===== src/rtl/irqc_pkg.sv =====
package irqc_pkg;

    // Decoded CPU write commands, at most one set per cycle
    typedef struct packed {
        logic ld_reload;   // store reload value
        logic ld_mode;     // set mode, request reload
        logic irq_off;     // disable and acknowledge
        logic irq_on;      // enable
    } cmd_t;

endpackage


===== src/rtl/irqc_decode.sv =====
module irqc_decode #(
    parameter int ADDR_W = 15
) (
    input  logic              wr,
    input  logic [ADDR_W-1:0] addr,
    output irqc_pkg::cmd_t    cmd
);
    logic [1:0] sel;
    logic       odd;
    logic       unused_addr_bits;

    assign sel              = addr[ADDR_W-1 -: 2];
    assign odd              = addr[0];
    assign unused_addr_bits = ^addr[ADDR_W-3:1];

    always_comb begin
        cmd           = '0;
        cmd.ld_reload = wr && (sel == 2'b10) && !odd;
        cmd.ld_mode   = wr && (sel == 2'b10) &&  odd;
        cmd.irq_off   = wr && (sel == 2'b11) && !odd;
        cmd.irq_on    = wr && (sel == 2'b11) &&  odd;
    end
endmodule


===== src/rtl/irqc_delay.sv =====
module irqc_delay #(
    parameter int EDGE_DELAY   = 25,
    parameter int CYCLE_PERIOD = 12,
    localparam int CD_W        = $clog2(EDGE_DELAY + 1)
) (
    input  logic            clk,
    input  logic            rst_n,
    input  logic            tick,
    input  logic            vaddr12,
    input  logic            ld_mode,
    input  logic            mode_bit,
    output logic            ev,
    output logic [CD_W-1:0] cd,
    output logic            a12_prev
);
    typedef struct packed {
        logic [CD_W-1:0] cd;
        logic            a12_prev;
        logic            cyc_mode;
    } dly_t;

    dly_t dly_d, dly_q;
    logic ev_d;

    always_comb begin
        dly_d = dly_q;
        ev_d  = 1'b0;
        if (tick) begin
            dly_d.a12_prev = vaddr12;
            if (dly_q.cd != '0) begin
                dly_d.cd = dly_q.cd - CD_W'(1);
                if (dly_q.cd == CD_W'(1)) begin
                    ev_d     = 1'b1;
                    dly_d.cd = dly_q.cyc_mode ? CD_W'(CYCLE_PERIOD) : '0;
                end
            end
            // edge load wins over the expiry reload
            if (vaddr12 && !dly_q.a12_prev) begin
                dly_d.cd = CD_W'(EDGE_DELAY);
            end
        end
        // CPU write applied last
        if (ld_mode) begin
            dly_d.cyc_mode = mode_bit;
            if (mode_bit) begin
                dly_d.cd = CD_W'(CYCLE_PERIOD);
            end
        end
    end

    always_ff @(posedge clk) begin
        if (!rst_n) begin
            dly_q <= '0;
        end else begin
            dly_q <= dly_d;
        end
    end

    assign ev       = ev_d;
    assign cd       = dly_q.cd;
    assign a12_prev = dly_q.a12_prev;
endmodule


===== src/rtl/irqc_count.sv =====
module irqc_count #(
    parameter int DATA_W  = 8,
    localparam int CNT_W  = DATA_W + 1
) (
    input  logic              clk,
    input  logic              rst_n,
    input  logic              ev,
    input  irqc_pkg::cmd_t    cmd,
    input  logic [DATA_W-1:0] data,
    output logic [CNT_W-1:0]  cnt,
    output logic [DATA_W-1:0] reload,
    output logic              pend,
    output logic              irq
);
    typedef struct packed {
        logic [CNT_W-1:0]  cnt;
        logic [DATA_W-1:0] reload;
        logic              pend;
        logic              en;
        logic              irq;
    } ctr_t;

    ctr_t ctr_d, ctr_q;

    always_comb begin
        ctr_d = ctr_q;
        if (ev) begin
            if (ctr_q.pend) begin
                ctr_d.cnt  = {1'b0, ctr_q.reload} + CNT_W'(1);
                ctr_d.pend = 1'b0;
            end else if (ctr_q.cnt == '0) begin
                ctr_d.cnt = {1'b0, ctr_q.reload};
            end else begin
                ctr_d.cnt = ctr_q.cnt - CNT_W'(1);
                if (ctr_q.cnt == CNT_W'(1) && ctr_q.en) begin
                    ctr_d.irq = 1'b1;
                end
            end
        end
        if (cmd.ld_reload) ctr_d.reload = data;
        if (cmd.ld_mode)   ctr_d.pend   = 1'b1;
        if (cmd.irq_off) begin
            ctr_d.en  = 1'b0;
            ctr_d.irq = 1'b0;
        end
        if (cmd.irq_on)    ctr_d.en     = 1'b1;
    end

    always_ff @(posedge clk) begin
        if (!rst_n) begin
            ctr_q <= '0;
        end else begin
            ctr_q <= ctr_d;
        end
    end

    assign cnt    = ctr_q.cnt;
    assign reload = ctr_q.reload;
    assign pend   = ctr_q.pend;
    assign irq    = ctr_q.irq;
endmodule


===== src/rtl/scanline_irq_timer.sv =====
module scanline_irq_timer #(
    parameter int DATA_W       = 8,
    parameter int ADDR_W       = 15,
    parameter int EDGE_DELAY   = 25,
    parameter int CYCLE_PERIOD = 12,
    localparam int CD_W        = $clog2(EDGE_DELAY + 1),
    localparam int CNT_W       = DATA_W + 1
) (
    input  logic              clk,
    input  logic              rst_n,
    input  logic              cpu_wr,
    input  logic [ADDR_W-1:0] cpu_addr,
    input  logic [DATA_W-1:0] cpu_data,
    input  logic              tick,
    input  logic              vaddr12,
    output logic              irq
);
    irqc_pkg::cmd_t    cmd;
    logic              ev;
    logic [CD_W-1:0]   cd;
    logic              a12_prev;
    logic [CNT_W-1:0]  cnt;
    logic [DATA_W-1:0] reload;
    logic              pend;

    irqc_decode #(.ADDR_W(ADDR_W)) u_dec (
        .wr   (cpu_wr),
        .addr (cpu_addr),
        .cmd  (cmd)
    );

    irqc_delay #(
        .EDGE_DELAY  (EDGE_DELAY),
        .CYCLE_PERIOD(CYCLE_PERIOD)
    ) u_dly (
        .clk      (clk),
        .rst_n    (rst_n),
        .tick     (tick),
        .vaddr12  (vaddr12),
        .ld_mode  (cmd.ld_mode),
        .mode_bit (cpu_data[0]),
        .ev       (ev),
        .cd       (cd),
        .a12_prev (a12_prev)
    );

    irqc_count #(.DATA_W(DATA_W)) u_cnt (
        .clk    (clk),
        .rst_n  (rst_n),
        .ev     (ev),
        .cmd    (cmd),
        .data   (cpu_data),
        .cnt    (cnt),
        .reload (reload),
        .pend   (pend),
        .irq    (irq)
    );
endmodule


===== config.mk =====
export PLATFORM = sky130hd
export DESIGN_NAME = scanline_irq_timer
export DESIGN_NICKNAME = d
export VERILOG_FILES = /design/src/rtl/irqc_pkg.sv /design/src/rtl/irqc_decode.sv /design/src/rtl/irqc_delay.sv /design/src/rtl/irqc_count.sv /design/src/rtl/scanline_irq_timer.sv
export SDC_FILE = /design/constraint.sdc
export NUM_CORES = 1
export LEC_CHECK = 0
export ABC_CLOCK_PERIOD_IN_PS = 3900
export BUFFER_PORTS_ARGS = -buffer_cell sky130_fd_sc_hd__buf_2
export CORE_ASPECT_RATIO = 1.2
export CORE_MARGIN = 2
export CORE_UTILIZATION = 30
export CTS_CLUSTER_DIAMETER = 100
export DETAILED_ROUTE_END_ITERATION = 8
export GPL_TIMING_DRIVEN = 0
export MAX_ROUTING_LAYER = met4
export PLACE_DENSITY = 0.59
export SLEW_MARGIN = 0
export SYNTH_ARGS = -nofsm -noshare
export SYNTH_HDL_FRONTEND = slang
export SYNTH_SLANG_ARGS = --single-unit

===== constraint.sdc =====
create_clock -name clk -period 3.9 [get_ports clk]
set_clock_uncertainty 0.05 [all_clocks]
set_input_delay 0.585 -clock clk [delete_from_list [all_inputs] [get_ports clk]]
set_output_delay 0.585 -clock clk [all_outputs]
set_load 0.01 [all_outputs]

==> metrics.cfg <==
[synth]
synth_area_um2=1660
synth_warnings=0
synth-seq-cells=27
ys.flop_type=dfxtp_1
synth_largest_area_cell=dfxtp_1
synthArstFlopShare=0
syn_area_per_cell_um2=8.31
synth_area_leaders=dfxtp_1 33%, mux2i_1 7.8%, nor2b_1 4.9%
seq_area_frac_synth=0.325
synth_top_area_frac=0.325
synth_edf_count=0
synth_nets=234
yosys.cell_types.count=48
synthCells=200

[detailed_routing]
via_per_inst=5.36
drtIter0Drc=53
dr.pass1.iters=4
wl_um=3800
post_drt_wl_per_cell_um=13.5
ant_nets=0
vias=1507
drc=0

[final_layout]
final_common_cell=dfxtp_1
fillers=555
drive_gt1_frac=0.142
stdcell_area_um2=1860
utilization=0.349
area_growth_pct=12.0
final_cell_mix=27 x dfxtp_1, 21 x nand2_1, 15 x buf_2
antenna_cells=0
final_nets=254
final_cells=281

[critical_path]
crit_type=reg2reg
cp-start-kind=register
endpoint_kind=register
required_ns=4.02
reg2reg_depth=7
path_max_fanout=8
cp_data_arrival_time_ns=2.29

[sta]
min_period_ns=2.17
rsz0062_at_grt=false
tns_ns=0
worstMarginPinSlew_ns=0.802
max_freq_ghz=0.461
finalHoldViolCount=0
setup_violations=0
max_slew_margin=0.463
timing.final.max_slew_violations=0
finalCritPeriodShare=0.556

[place]
hpwl_um=2880
port_buffers=15
gp_congestion=0.857
dp.cells=277
placed_cell_area_um2=1820

[clock_tree]
cts_root_buf=clkbuf_8
cts_setup_buffers=0
cts_resized=0
numClockSinks=27
cts_htree_levels=1
cts_buffers=3
clock_latency_ns=0.27
cts_tree=yes
cts_buffer_depth=2
cts_hold_buf=0
clk_pin_slew_ns=0.09

[global_route]
gr-total-overflow=0
grt.total_usage=0.134
grt_pass1_vias=1346
grt_max_degree=16
grt_antenna_before_repair=0
grt_first_pass_wirelength_um=6400

[floorplanning]
std_cell_rows=29
die_h_um=85.6
core_um2=5330
die_x_um=72.0
floorplan.die_area_um2=6160
initial_core_util=0.312
ios=29

[hold_path]
hold_path.class=reg2reg
holdPathStages=2

[power]
total_power_w=0.000556
p_leak_nw=0.643
vdd_ir_drop_max_uv=218
pwr_density_cell_nw_per_um2=299

[outcome]
status=completed

[job]
drv_cap=0

## final timing paths
kind                                startpoint              to  slack [ns]
worst max-delay path              u_cnt.cnt[0]    u_cnt.cnt[1]        1.73
worst min-delay path            u_dly.dly_q[0]  u_dly.dly_q[0]        0.44
worst max register to register    u_cnt.cnt[0]    u_cnt.cnt[1]        1.73
worst min register to register  u_dly.dly_q[0]  u_dly.dly_q[0]        0.44
## stage by stage
stage | setup WS (ns) | hold WS (ns)
floorplan | 1.73 | 0.394
global placement | 1.53 | 0.418
detailed placement | 1.59 | 0.432
CTS | 1.73 | 0.447
global route | 1.53 | 0.482
finish | 1.73 | 0.441
## where the power goes
part           leakage, nW  internal, W  switching [W]
logic                0.399    0.0000446      0.0000531
registers            0.219     0.000286      0.0000119
clock network       0.0255    0.0000717      0.0000894
total                0.643     0.000402       0.000154
## synth_stat cells, drive strengths merged (3+ instances only)
cell type,instances
nor3,8
or3,3
nand4,3
nor4b,3
nor2b,13
nor2,11
clkbuf,5
inv,9
and2,3
dfxtp,27
mux2i,13
o21ai,13
o21a,3
nand2,21
a21oi,10
ha,6
xnor2,3
nand3,8
a21boi,6
## state kept, by name, summed over array words and instances, names as in the netlist
signal          count
u_dly.dly_q         1
u_dly.cd            5
u_cnt.irq           1
u_cnt.ctr_q         1
u_cnt.reload        8
u_cnt.pend          1
u_dly.a12_prev      1
u_cnt.cnt           9
## logic make-up after synthesis
kind of cell	share of synthesized area
adders and majority gates	0.0451
muxes	0.0783
buffers and inverters	0.0451
xor gates and xnor gates	0.0263
AOI/OAI and AO/OA	0.204
DFF	0.325
and+or+nand+nor	0.276
## critical path, stage by stage (launching register included)
cell and delay [ns]:
dfxtp_1 0.40, inv_1 0.11, ha_1 0.27, nor3b_2 0.45, nand3_1 0.30, nor2_1 0.16
a211oi_1 0.07, o221a_2 0.26
## layout make-up
class                           instances  area, µm²  area share
Inverter                                9       33.8      0.0181
Buffer                                  7       41.3      0.0222
Clock buffer                            3       41.3      0.0222
Timing Repair Buffer                   15       75.1      0.0403
Multi-Input combinational cell        157       1050       0.562
Tap cell                               62       77.6      0.0417
Sequential cell                        27        541       0.290
Clock inverter                          1       5.00     0.00269
## metal layers
metal / vias to the layer above / global-route usage / routed length (µm)
li1: 764 / - / -
met1: 691 / 0.171 / 1790
met2: 47 / 0.220 / 1810
met3: 5 / 0.0188 / 155
met4: 0 / 0.0377 / 42
met5: - / - / 0
Power figures use the tool's default switching activity.
